<file path="config.mk">
export PLATFORM = sky130hd
export DESIGN_NAME = keyin_port
export DESIGN_NICKNAME = d
export VERILOG_FILES = /design/src/rtl/keyin_pkg.sv /design/src/rtl/keyin_sync.sv /design/src/rtl/keyin_regs.sv /design/src/rtl/keyin_pad_ctrl.sv /design/src/rtl/keyin_irq.sv /design/src/rtl/keyin_port.sv
export SDC_FILE = /design/constraint.sdc
export NUM_CORES = 1
export LEC_CHECK = 0
export ABC_AREA = 0
export BUFFER_PORTS_ARGS = -buffer_cell sky130_fd_sc_hd__buf_4
export CORE_MARGIN = 4
export CORE_UTILIZATION = 43
export DETAILED_ROUTE_END_ITERATION = 8
export PLACE_DENSITY = 0.73
export REMOVE_ABC_BUFFERS = 1
export SYNTH_ARGS = -nofsm -noshare
export SYNTH_HDL_FRONTEND = slang
export SYNTH_SLANG_ARGS = --single-unit
</file>
<file path="constraint.sdc">
create_clock -name clk_i -period 1.2 [get_ports clk_i]
set_input_delay 0.24 -clock clk_i [delete_from_list [all_inputs] [get_ports clk_i]]
set_output_delay 0.24 -clock clk_i [all_outputs]
set_load 0.005 [all_outputs]
</file>
<file path="src/rtl/keyin_pkg.sv">
package keyin_pkg;

    typedef enum logic [1:0] {
        PULL_NONE     = 2'b00,
        PULL_UP       = 2'b01,
        PULL_DOWN     = 2'b10,
        PULL_NONE_ALT = 2'b11
    } pull_mode_e;

    localparam int unsigned OFS_LEVEL   = 0;
    localparam int unsigned OFS_MODE_LO = 1;
    localparam int unsigned OFS_MODE_HI = 2;
    localparam int unsigned OFS_IRQ_EN  = 3;
    localparam int unsigned OFS_PEND    = 4;

endpackage

</file>
<file path="src/rtl/keyin_sync.sv">
module keyin_sync #(
    parameter int unsigned WIDTH  = 4,
    parameter int unsigned STAGES = 2
) (
    input  logic             clk_i,
    input  logic             rst_ni,
    input  logic [WIDTH-1:0] pin_i,
    output logic [WIDTH-1:0] level_o
);

    typedef struct packed {
        logic [STAGES-1:0][WIDTH-1:0] chain;
    } sync_t;

    sync_t s_d, s_q;

    always_comb begin
        s_d = s_q;
        s_d.chain[0] = pin_i;
        for (int k = 1; k < STAGES; k++) begin
            s_d.chain[k] = s_q.chain[k-1];
        end
    end

    always_ff @(posedge clk_i or negedge rst_ni) begin
        if (!rst_ni) s_q <= '0;
        else         s_q <= s_d;
    end

    assign level_o = s_q.chain[STAGES-1];

    // the first stage captures the pin value of the previous edge
    a_r1_first_stage: assert property (@(posedge clk_i) disable iff (!rst_ni)
        $past(rst_ni) |-> s_q.chain[0] == $past(pin_i));

    generate
        for (genvar g = 1; g < STAGES; g++) begin : g_stage_chk
            // each later stage delays the one before it by one edge
            a_r1_stage_shift: assert property (@(posedge clk_i) disable iff (!rst_ni)
                $past(rst_ni) |-> s_q.chain[g] == $past(s_q.chain[g-1]));
        end
    endgenerate

endmodule

</file>
<file path="src/rtl/keyin_regs.sv">
module keyin_regs
    import keyin_pkg::*;
#(
    parameter int unsigned WIDTH  = 4,
    parameter int unsigned DATA_W = 8,
    parameter int unsigned ADDR_W = 4
) (
    input  logic              clk_i,
    input  logic              rst_ni,
    input  logic              sel_i,
    input  logic              wr_i,
    input  logic [ADDR_W-1:0] addr_i,
    input  logic [DATA_W-1:0] wdata_i,
    input  logic [WIDTH-1:0]  level_i,
    input  logic              pend_i,
    output logic [DATA_W-1:0] rdata_o,
    output logic [WIDTH-1:0]  mode_lo_o,
    output logic [WIDTH-1:0]  mode_hi_o,
    output logic [WIDTH-1:0]  irq_en_o,
    output logic              pend_clr_o
);

    localparam logic [ADDR_W-1:0] A_LEVEL   = ADDR_W'(OFS_LEVEL);
    localparam logic [ADDR_W-1:0] A_MODE_LO = ADDR_W'(OFS_MODE_LO);
    localparam logic [ADDR_W-1:0] A_MODE_HI = ADDR_W'(OFS_MODE_HI);
    localparam logic [ADDR_W-1:0] A_IRQ_EN  = ADDR_W'(OFS_IRQ_EN);
    localparam logic [ADDR_W-1:0] A_PEND    = ADDR_W'(OFS_PEND);

    typedef struct packed {
        logic [WIDTH-1:0] mode_lo;
        logic [WIDTH-1:0] mode_hi;
        logic [WIDTH-1:0] irq_en;
    } regs_t;

    regs_t r_d, r_q;
    logic  wr_hit;

    assign wr_hit = sel_i & wr_i;

    always_comb begin
        r_d = r_q;
        pend_clr_o = 1'b0;
        if (wr_hit) begin
            unique case (addr_i)
                A_MODE_LO: r_d.mode_lo = wdata_i[WIDTH-1:0];
                A_MODE_HI: r_d.mode_hi = wdata_i[WIDTH-1:0];
                A_IRQ_EN:  r_d.irq_en  = wdata_i[WIDTH-1:0];
                A_PEND:    pend_clr_o  = wdata_i[0];
                default:   ;
            endcase
        end
    end

    always_ff @(posedge clk_i or negedge rst_ni) begin
        if (!rst_ni) r_q <= '0;
        else         r_q <= r_d;
    end

    always_comb begin
        rdata_o = '0;
        if (sel_i && !wr_i) begin
            unique case (addr_i)
                A_LEVEL:   rdata_o = DATA_W'(level_i);
                A_MODE_LO: rdata_o = DATA_W'(r_q.mode_lo);
                A_MODE_HI: rdata_o = DATA_W'(r_q.mode_hi);
                A_IRQ_EN:  rdata_o = DATA_W'(r_q.irq_en);
                A_PEND:    rdata_o = DATA_W'(pend_i);
                default:   rdata_o = '0;
            endcase
        end
    end

    generate
        if (DATA_W > WIDTH) begin : g_wide
            logic unused_wdata_hi;
            assign unused_wdata_hi = ^wdata_i[DATA_W-1:WIDTH];
        end
    endgenerate

    assign mode_lo_o = r_q.mode_lo;
    assign mode_hi_o = r_q.mode_hi;
    assign irq_en_o  = r_q.irq_en;

    // a write to the low mode register shows on its output next edge
    a_r3_mode_lo_write: assert property (@(posedge clk_i) disable iff (!rst_ni)
        (sel_i && wr_i && addr_i == A_MODE_LO) |=> mode_lo_o == $past(wdata_i[WIDTH-1:0]));

    // a write to the enable register shows on its output next edge
    a_r4_en_write: assert property (@(posedge clk_i) disable iff (!rst_ni)
        (sel_i && wr_i && addr_i == A_IRQ_EN) |=> irq_en_o == $past(wdata_i[WIDTH-1:0]));

    // a write to the level offset leaves all held state alone
    a_r7_level_wr_ignored: assert property (@(posedge clk_i) disable iff (!rst_ni)
        (sel_i && wr_i && addr_i == A_LEVEL) |=> $stable(r_q));

endmodule

</file>
<file path="src/rtl/keyin_pad_ctrl.sv">
module keyin_pad_ctrl
    import keyin_pkg::*;
#(
    parameter int unsigned WIDTH = 4
) (
    input  logic [WIDTH-1:0] mode_lo_i,
    input  logic [WIDTH-1:0] mode_hi_i,
    output logic [WIDTH-1:0] pull_up_o,
    output logic [WIDTH-1:0] pull_down_o
);

    generate
        for (genvar g = 0; g < WIDTH; g++) begin : g_bit
            pull_mode_e mode;
            assign mode = pull_mode_e'({mode_hi_i[g], mode_lo_i[g]});
            assign pull_up_o[g]   = (mode == PULL_UP);
            assign pull_down_o[g] = (mode == PULL_DOWN);
        end
    endgenerate

endmodule

</file>
<file path="src/rtl/keyin_irq.sv">
module keyin_irq #(
    parameter int unsigned WIDTH = 4
) (
    input  logic             clk_i,
    input  logic             rst_ni,
    input  logic [WIDTH-1:0] level_i,
    input  logic [WIDTH-1:0] en_i,
    input  logic             clr_i,
    output logic             irq_o,
    output logic             pend_o
);

    typedef struct packed {
        logic any;
        logic irq;
        logic pend;
    } irq_t;

    irq_t i_d, i_q;
    logic any_now;
    logic rise;

    assign any_now = |(level_i & en_i);
    assign rise    = any_now & ~i_q.any;

    always_comb begin
        i_d = i_q;
        i_d.any  = any_now;
        i_d.irq  = rise;
        i_d.pend = rise | (i_q.pend & ~clr_i);
    end

    always_ff @(posedge clk_i or negedge rst_ni) begin
        if (!rst_ni) i_q <= '0;
        else         i_q <= i_d;
    end

    assign irq_o  = i_q.irq;
    assign pend_o = i_q.pend;

    // a request never lasts two cycles
    a_r5_single_pulse: assert property (@(posedge clk_i) disable iff (!rst_ni)
        irq_o |=> !irq_o);

    // no request while every enabled pin was low a cycle earlier
    a_r5_needs_enabled: assert property (@(posedge clk_i) disable iff (!rst_ni)
        irq_o |-> $past((level_i & en_i) != '0));

    // a request always leaves the pending flag set
    a_r6_pend_on_irq: assert property (@(posedge clk_i) disable iff (!rst_ni)
        irq_o |-> pend_o);

    // pending only drops after a clear strobe
    a_r6_pend_drop: assert property (@(posedge clk_i) disable iff (!rst_ni)
        $fell(pend_o) |-> $past(clr_i));

endmodule

</file>
<file path="src/rtl/keyin_port.sv">
module keyin_port #(
    parameter int unsigned WIDTH       = 4,
    parameter int unsigned SYNC_STAGES = 2,
    parameter int unsigned DATA_W      = 8,
    parameter int unsigned ADDR_W      = 4
) (
    input  logic              clk_i,
    input  logic              rst_ni,
    input  logic [WIDTH-1:0]  pin_i,
    input  logic              reg_sel_i,
    input  logic              reg_wr_i,
    input  logic [ADDR_W-1:0] reg_addr_i,
    input  logic [DATA_W-1:0] reg_wdata_i,
    output logic [DATA_W-1:0] reg_rdata_o,
    output logic [WIDTH-1:0]  pull_up_o,
    output logic [WIDTH-1:0]  pull_down_o,
    output logic              irq_o
);

    logic [WIDTH-1:0] level;
    logic [WIDTH-1:0] mode_lo;
    logic [WIDTH-1:0] mode_hi;
    logic [WIDTH-1:0] irq_en;
    logic             pend;
    logic             pend_clr;

    keyin_sync #(.WIDTH(WIDTH), .STAGES(SYNC_STAGES)) u_sync (
        .clk_i   (clk_i),
        .rst_ni  (rst_ni),
        .pin_i   (pin_i),
        .level_o (level)
    );

    keyin_regs #(.WIDTH(WIDTH), .DATA_W(DATA_W), .ADDR_W(ADDR_W)) u_regs (
        .clk_i      (clk_i),
        .rst_ni     (rst_ni),
        .sel_i      (reg_sel_i),
        .wr_i       (reg_wr_i),
        .addr_i     (reg_addr_i),
        .wdata_i    (reg_wdata_i),
        .level_i    (level),
        .pend_i     (pend),
        .rdata_o    (reg_rdata_o),
        .mode_lo_o  (mode_lo),
        .mode_hi_o  (mode_hi),
        .irq_en_o   (irq_en),
        .pend_clr_o (pend_clr)
    );

    keyin_pad_ctrl #(.WIDTH(WIDTH)) u_pad (
        .mode_lo_i   (mode_lo),
        .mode_hi_i   (mode_hi),
        .pull_up_o   (pull_up_o),
        .pull_down_o (pull_down_o)
    );

    keyin_irq #(.WIDTH(WIDTH)) u_irq (
        .clk_i   (clk_i),
        .rst_ni  (rst_ni),
        .level_i (level),
        .en_i    (irq_en),
        .clr_i   (pend_clr),
        .irq_o   (irq_o),
        .pend_o  (pend)
    );

    // a pin is never pulled both ways at once
    a_r3_pull_exclusive: assert property (@(posedge clk_i) disable iff (!rst_ni)
        (pull_up_o & pull_down_o) == '0);

    // a write to the level offset leaves the pad outputs unchanged
    a_r7_pads_stable: assert property (@(posedge clk_i) disable iff (!rst_ni)
        (reg_sel_i && reg_wr_i && reg_addr_i == '0) |=> ($stable(pull_up_o) && $stable(pull_down_o)));

endmodule

</file>
==> flow_metrics.py <==
metrics = {
    "power": {
        "power.switching_mw": 0.5205,
        "p_int_mw": 1.427,
        "power.share.combinational_pct": 32.3,
        "post-layout-total-power_mw": 1.947,
        "power_frac_clock_pct": 17.6,
        "pwr-share-seq_pct": 50.0,
        "p_sw_share_pct": 26.73,
        "static-leakage-power_nw": 0.7403,
        "ir_drop_uv": 954.0,
        "p_per_area_nw_per_um2": 1257,
    },
    "flow_run": {
        "timing.max_cap.violations": 0,
    },
    "drt": {
        "postRouteWirelength_mm": 2.379,
        "drt-initial-drc-count": 15,
        "drtPass1Iterations": 4,
        "via_count": 820,
        "drtAntennaViolNets": 0,
        "detail_route.drc_violations": 0,
        "via_density": 5.157,
        "wl_per_cell_um": 14.96,
    },
    "sta": {
        "rsz0062_at_grt": "true",
        "timing.final.crit_period_ps": 1558,
        "finalSetupTns_ps": -2016,
        "timing.fmax_mhz": 641.8,
        "hold_viol": 0,
        "timing.final.max_slew_violations": 0,
        "setup_viol": 15,
        "layout_worst_path_cycle_share_pct": 129.8,
        "post-route-worst-setup-slack_ps": -358.0,
        "final.setup_skew_ps": 1.334,
    },
    "floorplanning": {
        "io-pin-count": 37,
        "core_area_sq_um": 2276,
        "initial_utilization_pct": 46.45,
        "design.die.area_sq_um": 3316,
        "chipHeight_um": 57.59,
        "die-width_um": 57.59,
        "floorplan.rows": 17,
    },
    "global_route": {
        "grt_pass1_wl_mm": 3.788,
        "globalRouteTotalUtil_pct": 15.20,
        "antenna_found_initial": 0,
        "grt_pass1_vias": 851,
        "grt_start_max_net_pins": 24,
        "global_route.overflow_total": 0,
    },
    "setup_path": {
        "critical_path.top_delay_family": "compound AO/OA/AOI/OAI gates",
        "timing.critical_path.from_type": "flip-flop",
        "critical_path_required_ps": 960,
        "startpoint": "u_sync.level_o[0]$_DFF_PN0_",
        "worstSetupPathType": "flip-flop to output port",
        "worstSetupEndpointType": "output port",
        "path_cells": "mux2i_1 > o32a_1 > a21oi_2 > buf_4",
        "cp_peak_stage_delay_ps": 390,
        "worst-endpoint-arrival_ps": 1320,
        "worst-path-max-fanout": 2,
        "critical_path_buf_inv_count": 1,
        "timing.rr.start": "u_regs.irq_en_o[1]$_DFFE_PN0P_",
        "worstSetupPathDepth": 4,
        "cell_type_of_the_slowest_stage_on_the_worst_timing_path": "dfrtp_1",
        "reg2regPathDepth": 5,
    },
    "logic_synthesis": {
        "yosysSeqAreaShare_pct": 54.44,
        "async_reset_ff_share_pct": 100.0,
        "post_synthesis_average_cell_area_sq_um": 12.59,
        "ys.flop_type": "dfrtp_1",
        "post_synth_num_cell_types": 24,
        "synth_edf_count": 0,
        "postSynthCellCount": 84,
        "synth.ff_latch_count": 23,
        "synth_warnings": 0,
        "post_synth_instance_area_sq_um": 1057,
    },
    "cts": {
        "clock_sinks": 23,
        "clkTransAtPathRegs_ps": 110,
        "clkLatencyLatePin_ps": 300,
        "cts-buffers-inserted": 3,
        "clock-root-buffer": "clkbuf_4",
        "cts_htree_levels": 1,
        "ctsLongestPathBuffers": 2,
        "clock_tree_from_tritoncts": "built",
    },
    "finish": {
        "area_used_by_sequential_logic_in_the_layout_sq_um": 575.6,
        "antenna_cells_inserted": 0,
        "area_growth_pct": 46.51,
        "layout-drive-gt1-share_pct": 57.25,
        "nNetsFinal": 152,
        "fillers": 180,
        "multiInputGateArea_sq_um": 526.8,
        "fin_util_pct": 68.06,
    },
    "worst_hold_path": {
        "timing.hold.worst.start": "pin_i[3]",
        "holdPathStages": 1,
        "min_path_type": "primary input to flip-flop",
    },
    "run_status": {
        "violations": "setup timing",
        "status": "complete, but fails checks",
    },
    "placed_design": {
        "gp_routability_congestion": 0.8971,
        "io_buffer_count": 28,
        "dp.final_hpwl_mm": 1.667,
        "preCtsSetupSlack_ps": -371.4,
    },
}
==> synth_stat cells (all sizes together) (3+ instances only) <==
| cell | count | area [sq um] |
|---|---|---|
| o22a | 3 | 26.28 |
| nor2 | 5 | 18.77 |
| mux2i | 8 | 80.08 |
| nor2b | 9 | 56.30 |
| mux2 | 12 | 135.1 |
| dfrtp | 23 | 575.6 |
| nand3 | 3 | 15.01 |
| buf | 5 | 37.54 |
==> path summary, 6_finish.rpt <==
check | to | slack [ps]
max reg2reg | u_irq.pend_o$_DFF_PN0_ | -70
max | reg_rdata_o[0] | -360
min | u_sync.s_d[7]$_DFF_PN0_ | 30
max in group asynchronous | u_irq.pend_o$_DFF_PN0_ | 640
min reg2reg | u_sync.level_o[0]$_DFF_PN0_ | 360
min in group asynchronous | u_sync.s_d[4]$_DFF_PN0_ | 350
==> timing repair <==
item	in CTS	in global routing
hold buffers	1	0
pin swaps	9	5
buffers inserted	6	4
cloned	0	0
hold endpoints to repair	23	0
endpoints found under the setup margin	15	17
gates resized for setup	14	17
==> stage by stage <==
stage | instance area, sq um | hold WS, ps | instances
after floorplan | 1031 | -55.59 | 82
after global placement | 1336 | 141.3 | 146
after detailed placement | 1336 | 143.6 | 146
after CTS | 1471 | 22.19 | 157
after global routing | 1549 | 7.981 | 159
final | 1549 | 32.87 | 159
==> cell type report <==
type	instances	area share, %
flip-flops and latches	23	37.16
repair buffers	45	24.64
clock buffers	4	1.696
multi-input cells	58	34.01
well taps	28	2.262
inverters	1	0.2423
==> logic make-up after synthesis <==
kind of cell / after synthesis / synth area share (%)
and+or+nand+nor: 24 / 13.37
other: 1 / 0.3547
DFF: 23 / 54.44
AOI/OAI and AO/OA: 10 / 7.574
muxes: 20 / 20.36
buffers and inverters: 6 / 3.905
==> sequential cells by signal (all words and copies together) (netlist names) <==
signal and flops:
u_regs.mode_lo_o 4, u_irq.i_q 1, u_regs.irq_en_o 4, u_sync.level_o 4
u_irq.irq_o 1, u_irq.pend_o 1, u_regs.mode_hi_o 4, u_sync.s_d 4
==> routing by layer <==
metal  GRT usage, %  vias up  routed length, um
met3          3.620        6                141
li1               -      386                  -
met4          8.278        0                 57
met1          16.62      401                926
met5              0        -                  0
met2          26.77       27               1254
==> power by group through the flow <==
stage	sequential (mW)	combinational [mW]	clock [mW]
3_5_place_dp	0.983	0.433	0
2_1_floorplan	0.962	0.199	0
3_3_place_gp	0.979	0.416	0
6_report	0.974	0.630	0.344
5_1_grt	0.987	0.685	0.391
4_1_cts	0.961	0.544	0.354
==> cell usage in the layout, fill, tap and decap left out, types with 2 or more instances in the layout <==
cell and count:
buf_4 34, dfrtp_1 23, mux2_2 12, buf_6 9, mux2i_1 8, nor2b_1 5, nor2b_4 4, conb_1 4
o22a_1 3, nor2_1 3, nand3_1 3, clkbuf_4 3, nor2_2 2
==> worst register-to-register path, stage by stage (launching register included) <==
cell      delay (ps)
dfrtp_1          410
buf_6            120
a22o_1           220
a221oi_2         180
buf_4            170
o21ai_2           50
(Power assumes the default switching activity.)
